File: src/rtl/kz_pkg.sv
package kz_pkg;
  typedef enum logic [1:0] {
    CNT_HOLD = 2'd0,
    CNT_LOAD = 2'd1,
    CNT_DEC  = 2'd2
  } cnt_act_e;
endpackage

File: src/rtl/kz_countdown.sv
module kz_countdown
  import kz_pkg::*;
#(
  parameter int unsigned      CNT_W = 32,
  parameter logic [CNT_W-1:0] RST_V = '0
) (
  input  logic             clk_i,
  input  logic             rst_ni,
  input  cnt_act_e         act_i,
  input  logic [CNT_W-1:0] load_val_i,
  output logic [CNT_W-1:0] cnt_o,
  output logic             zero_o
);
  logic [CNT_W-1:0] cnt_q;

  always_ff @(posedge clk_i or negedge rst_ni) begin
    if (!rst_ni) cnt_q <= RST_V;
    else begin
      unique case (act_i)
        CNT_LOAD: cnt_q <= load_val_i;
        CNT_DEC:  cnt_q <= cnt_q - 1'b1;
        default:  cnt_q <= cnt_q;
      endcase
    end
  end

  assign cnt_o  = cnt_q;
  assign zero_o = (cnt_q == '0);

  AST_NO_UNDERFLOW: assert property (@(posedge clk_i) disable iff (!rst_ni)
    (act_i == CNT_DEC) |-> (cnt_q != '0));
endmodule

File: src/rtl/kz_key_reg.sv
module kz_key_reg #(
  parameter int unsigned KEY_W = 256
) (
  input  logic             clk_i,
  input  logic             rst_ni,
  input  logic             key_we_i,
  input  logic [KEY_W-1:0] key_i,
  input  logic             zeroise_i,
  input  logic             expire_i,
  output logic [KEY_W-1:0] key_o,
  output logic             valid_o,
  output logic             flag_o
);
  logic [KEY_W-1:0] key_q;
  logic             valid_q, flag_q;

  // priority: forced wipe > load > expiry
  always_ff @(posedge clk_i or negedge rst_ni) begin
    if (!rst_ni) begin
      key_q   <= '0;
      valid_q <= 1'b0;
      flag_q  <= 1'b0;
    end else if (zeroise_i) begin
      key_q   <= '0;
      valid_q <= 1'b0;
      flag_q  <= 1'b0;
    end else if (key_we_i) begin
      key_q   <= key_i;
      valid_q <= 1'b1;
      flag_q  <= 1'b0;
    end else if (expire_i) begin
      key_q   <= '0;
      valid_q <= 1'b0;
      flag_q  <= 1'b1;
    end
  end

  assign key_o   = key_q;
  assign valid_o = valid_q;
  assign flag_o  = flag_q;

  AST_WIPE_ON_EXPIRE: assert property (@(posedge clk_i) disable iff (!rst_ni)
    (expire_i && !zeroise_i && !key_we_i) |=> (key_q == '0 && !valid_q && flag_q));
  AST_FORCE_WINS: assert property (@(posedge clk_i) disable iff (!rst_ni)
    zeroise_i |=> (key_q == '0 && !valid_q && !flag_q));
  AST_LOAD_SETS_VALID: assert property (@(posedge clk_i) disable iff (!rst_ni)
    (key_we_i && !zeroise_i) |=> (valid_q && !flag_q && key_q == $past(key_i)));
  AST_FLAG_STABLE_NO_KEY: assert property (@(posedge clk_i) disable iff (!rst_ni)
    (!valid_q && !zeroise_i && !key_we_i) |=> $stable(flag_q));
endmodule

File: src/rtl/key_zeroise_ctrl.sv
module key_zeroise_ctrl
  import kz_pkg::*;
#(
  parameter int unsigned      KEY_W       = 256,
  parameter int unsigned      CNT_W       = 32,
  parameter logic [CNT_W-1:0] DEF_TIMEOUT = CNT_W'(1000)
) (
  input  logic             clk_i,
  input  logic             rst_ni,
  input  logic             key_we_i,
  input  logic [KEY_W-1:0] key_i,
  input  logic             tmo_we_i,
  input  logic [CNT_W-1:0] tmo_i,
  input  logic             stat_rd_i,
  input  logic             zeroise_i,
  input  logic             busy_i,
  output logic [KEY_W-1:0] key_o,
  output logic             key_valid_o,
  output logic             tmo_flag_o
);
  logic [CNT_W-1:0] tmo_val_q;
  logic [CNT_W-1:0] cnt_q;
  logic             busy_q, busy_fall, cnt_zero, expire;
  cnt_act_e         cnt_act;

  always_ff @(posedge clk_i or negedge rst_ni) begin
    if (!rst_ni) begin
      tmo_val_q <= DEF_TIMEOUT;
      busy_q    <= 1'b0;
    end else begin
      if (tmo_we_i) tmo_val_q <= tmo_i;
      busy_q <= busy_i;
    end
  end

  assign busy_fall = busy_q && !busy_i;

  always_comb begin
    cnt_act = CNT_DEC;
    expire  = 1'b0;
    if (zeroise_i || key_we_i || !key_valid_o) cnt_act = CNT_LOAD;
    else if (busy_i)                          cnt_act = CNT_HOLD;
    else if (stat_rd_i || busy_fall)          cnt_act = CNT_LOAD;
    else if (cnt_zero) begin
      cnt_act = CNT_LOAD;
      expire  = 1'b1;
    end
  end

  kz_countdown #(.CNT_W(CNT_W), .RST_V(DEF_TIMEOUT)) u_cnt (
    .clk_i      (clk_i),
    .rst_ni     (rst_ni),
    .act_i      (cnt_act),
    .load_val_i (tmo_val_q),
    .cnt_o      (cnt_q),
    .zero_o     (cnt_zero)
  );

  kz_key_reg #(.KEY_W(KEY_W)) u_key (
    .clk_i     (clk_i),
    .rst_ni    (rst_ni),
    .key_we_i  (key_we_i),
    .key_i     (key_i),
    .zeroise_i (zeroise_i),
    .expire_i  (expire),
    .key_o     (key_o),
    .valid_o   (key_valid_o),
    .flag_o    (tmo_flag_o)
  );

  AST_HOLD_WHILE_BUSY: assert property (@(posedge clk_i) disable iff (!rst_ni)
    (key_valid_o && busy_i && !zeroise_i && !key_we_i) |=> $stable(cnt_q));
  AST_NO_WIPE_BUSY: assert property (@(posedge clk_i) disable iff (!rst_ni)
    (key_valid_o && busy_i && !zeroise_i) |=> key_valid_o);
  AST_DONE_RELOAD: assert property (@(posedge clk_i) disable iff (!rst_ni)
    (key_valid_o && busy_fall && !zeroise_i && !key_we_i) |=> (cnt_q == $past(tmo_val_q)));
  AST_POLL_RELOAD: assert property (@(posedge clk_i) disable iff (!rst_ni)
    (key_valid_o && stat_rd_i && !busy_i && !zeroise_i && !key_we_i) |=> (cnt_q == $past(tmo_val_q)));
  AST_IDLE_NO_EXPIRE: assert property (@(posedge clk_i) disable iff (!rst_ni)
    !key_valid_o |-> !expire);
endmodule

File: config.mk
export PLATFORM = sky130hd
export DESIGN_NAME = key_zeroise_ctrl
export DESIGN_NICKNAME = d
export VERILOG_FILES = /design/src/rtl/kz_pkg.sv /design/src/rtl/kz_countdown.sv /design/src/rtl/kz_key_reg.sv /design/src/rtl/key_zeroise_ctrl.sv
export SDC_FILE = /design/constraint.sdc
export NUM_CORES = 1
export LEC_CHECK = 0
export BUFFER_PORTS_ARGS = -buffer_cell sky130_fd_sc_hd__buf_2
export CAP_MARGIN = 20
export CELL_PAD_IN_SITES_DETAIL_PLACEMENT = 1
export CELL_PAD_IN_SITES_GLOBAL_PLACEMENT = 1
export CORE_AREA = 2 2 214 216
export DETAILED_ROUTE_END_ITERATION = 7
export DIE_AREA = 0 0 216 218
export PLACE_DENSITY_LB_ADDON = 0.1
export SYNTH_ARGS = -nofsm -noshare
export SYNTH_HDL_FRONTEND = slang
export SYNTH_SLANG_ARGS = --single-unit
File: constraint.sdc
create_clock -name clk_i -period 2.8 [get_ports clk_i]
set_clock_uncertainty 0.2 [all_clocks]
set_input_delay 0.42 -clock clk_i [delete_from_list [all_inputs] [get_ports clk_i]]
set_output_delay 0.42 -clock clk_i [all_outputs]
set_load 0.02 [all_outputs]
==> key figures <==
Yosys
  • Post-synth EDFFs: 0
  • Top FF cell, synth: dfrtp_1
  • Avg Synthesized Cell Area: 13.6 sq um
  • Sequential-to-total area share from yosys stat: 64.3%
  • Netlist Area Pre-Place: 0.0126 sq mm
  • Yosys reg bits: 323
  • Cell accounting for the most synthesized area: dfrtp_1
  • Async set or reset register ratio after synthesis: 100%
  • Ranking of synthesized cells by area: dfrtp_1 (62%), a22o_1 (18%), mux2_2 (2.9%), dfstp_2 (2.5%), buf_6 (1.4%)
  • Cell count after synthesis: 927
  • Yosys warnings: 0
  • Synth top area share: 61.8%
  • Netlist cell types: 54
  • Syn Nets: 1224

Worst setup path
  • Critical Path, Cell by Cell: or4_4 -> or4_4 -> nor4_4 -> buf_4 -> a21boi_4 -> buf_12 -> buf_12 -> a22o_1
  • Crit-path leading delay family: simple AND/OR/NAND/NOR gates
  • Worst setup SP type: register
  • WP data arrival: 3.10 ns
  • Setup crit end: u_key.key_o[28]
  • R2R setup slack: -0.08 ns
  • Crit-path max FO: 41
  • Reg2reg end: u_key.key_o[28]
  • CP startpoint: u_cnt.cnt_o[13]
  • Worst Reg-to-Reg Cells: 8
  • CP max-delay cell: or4_4
  • Crit path buffers/inverters: 3
  • Worst path max stage delay: 0.51 ns
  • Kind of end point of the critical path: register
  • WP data required: 3.02 ns
  • Worst path depth: 8
  • Reg-to-reg startpoint: u_cnt.cnt_o[13]
  • Crit path kind: register to register

Place
  • Cell Area, Placed: 0.0164 sq mm
  • Final HPWL DP: 36.1 mm
  • Placed cell count: 2059
  • Setup WS pre-CTS: -0.215 ns
  • # port buffers: 552
  • Routability cong.: 0.788

Global routing
  • Grt total ovfl: 0
  • Largest net degree at the start of global routing: 65
  • GRT busiest layer: met2
  • GR Util met2: 41.0%
  • Total GRT Usage: 22.4%
  • Global-route wire length before repair: 81.6 mm
  • Initial antenna violation count: 3
  • Met1 Use GR: 25.6%
  • Vias in the first global route: 13281
  • Met3 global-route usage: 4.74%

Run status
  • Outcome: finished, violations left
  • Failing checks: setup timing

Clocking
  • Num CTS Buffers: 39
  • Worst-Skew Late Latency: 0.55 ns
  • Root buf cell: clkbuf_16
  • H-Tree Depth: 2
  • Sink Count: 323
  • CTS tree: done
  • Clock edge transition at the registers on the reported setup and hold paths: 0.06 ns
  • CTS max path bufs: 3

Die
  • Core footprint: 0.0449 sq mm
  • Die area: 0.0471 sq mm
  • Rows: 78
  • Die Y: 218 microns
  • IO Pins: 553
  • Die Width: 216 microns
  • Starting Density: 28.0%

Pwr
  • Final Power: 0.0121 W
  • Leakage: 10.6 nW
  • Max IR drop VDD: 381 uV
  • PwrDens: 579 mW/mm^2

Timing
  • Worst slew margin: 46.6%
  • RSZ-0062 raised after global routing: true
  • Highest Clock Rate: 347 MHz
  • Setup ws final: -0.0811 ns
  • Final-report setup violation count: 204
  • Final min period: 2.88 ns
  • Hold_ws: 0.138 ns
  • Final hold vios: 0
  • Final period utilization: 103%
  • Final Max Tran Viols: 0
  • Worst Max-Slew Pin Slew: 0.801 ns

Layout
  • Finished Layout Cells: 2440
  • Layout area overhead: 65.9%
  • FILL cells: 4804
  • Ratio of cells with drive above 1 in the final layout: 40.9%
  • Fin nets: 2106
  • Final instance area: 0.0209 sq mm

Route
  • Antenna Nets Post-Route: 0
  • Vias per cell: 4.85
  • Final wirelength: 54.2 mm
  • Vias: 11830
  • DR pass1 iterations: 4
  • WL/cell: 22.2 microns
  • Detailed Route Iter0 Violations: 602
  • DRC viols: 0

Hold path
  • HP Class: input port to register
  • Hold Startpoint: zeroise_i

Flow run
  • Max-cap viol count: 0
## metal layers
metal  share of wire, %  up-vias
met2                 53      363
met4                3.3        0
met3                5.0       97
met1                 38     6038
li1                   -     5332
met5                  0        -
## final cells by class
cell class              instances  area (sq um)  share of cell area, %
diodes                          4          10.0                 0.0479
clock buffers                  64          1170                   5.60
clock inverters                 4          48.8                  0.234
inverters                       7          26.3                  0.126
multi-input cells             514          4070                   19.5
flip-flops and latches        323          8100                   38.8
well taps                     600           751                   3.59
repair buffers                924          6710                   32.1
## metrics by stage
step / utilization [%] / setup TNS [ns]
finish: 46.5 / -6.62
global route: 46.5 / -17.91
CTS: 46.2 / -2.12
detailed placement: 36.5 / -42.16
global placement: 36.5 / -30.57
floorplan: - / -0.468
## Yosys cell counts, drive strengths merged, types with 3 or more instances
| master | n |
|---|---|
| a21oi | 7 |
| a221o | 5 |
| a22o | 257 |
| a2bb2oi | 7 |
| a311o | 6 |
| and3 | 8 |
| buf | 39 |
| clkbuf | 44 |
| dfrtp | 311 |
| dfstp | 12 |
| inv | 7 |
| mux2 | 32 |
| mux2i | 3 |
| nand2 | 33 |
| nand3 | 31 |
| nand4 | 6 |
| nor2 | 18 |
| nor3 | 13 |
| nor4 | 17 |
| o211ai | 6 |
| o21ai | 19 |
| or4 | 12 |
## worst min-delay path by stage
stage          slack (ns)  depth (start not counted)            end
6_report             0.14                          3  u_key.valid_o
5_1_grt              0.16                          3  u_key.valid_o
4_1_cts              0.11                          3  u_key.valid_o
3_5_place_dp         0.22                          1  tmo_val_q[25]
3_3_place_gp         0.23                          1  tmo_val_q[25]
2_1_floorplan       -0.08                          0         busy_q
## worst reg2reg max path: stages (launching register included)
cell and delay [ns]:
dfrtp_1 0.39, or4_4 0.51, or4_4 0.48, nor4_4 0.27, buf_4 0.18, a21boi_4 0.09, buf_12 0.16, buf_12 0.18
a22o_1 0.30
## flip-flops by register name, indices dropped and copies added (netlist names)
signal	count
u_key.key_o	256
tmo_val_q	32
u_cnt.cnt_o	32
u_key.valid_o	1
busy_q	1
u_key.flag_o	1
## what timing repair did
item,in CTS,in global routing
buffers inserted,10,1
hold buffers,290,0
endpoints found under the hold margin,342,0
gates resized for setup,11,16
endpoints found under the setup margin,270,277
pin swaps,49,13
gates cloned,3,5
## logic make-up (layout without fill, tap and decap cells)
family                     after synthesis  in the layout  share of synthesized area [%]
and+or+nand+nor                        152            152                           6.49
DFF                                    323            323                           64.3
other                                    0              4                              0
muxes                                   35             35                           3.10
adders and majority gates                2              2                          0.199
AOI/OAI and AO/OA                      325            325                           22.0
buffers and inverters                   90            999                           3.90
## cells in the final DEF (no fill, tap or decap), drive strengths merged, types with 18 or more instances in the layout
master	count
dlygate4sd3	290
clkbuf	67
mux2	32
a22o	257
nor2	18
dfrtp	311
o21ai	19
nand2	33
buf	630
nand3	31
## report_power, final
group | switching [W] | internal (W) | total [W]
logic | 0.00100 | 0.000938 | 0.00194
clock network | 0.00200 | 0.00293 | 0.00493
registers | 0.000220 | 0.00499 | 0.00521
(Power assumes the default switching activity.)
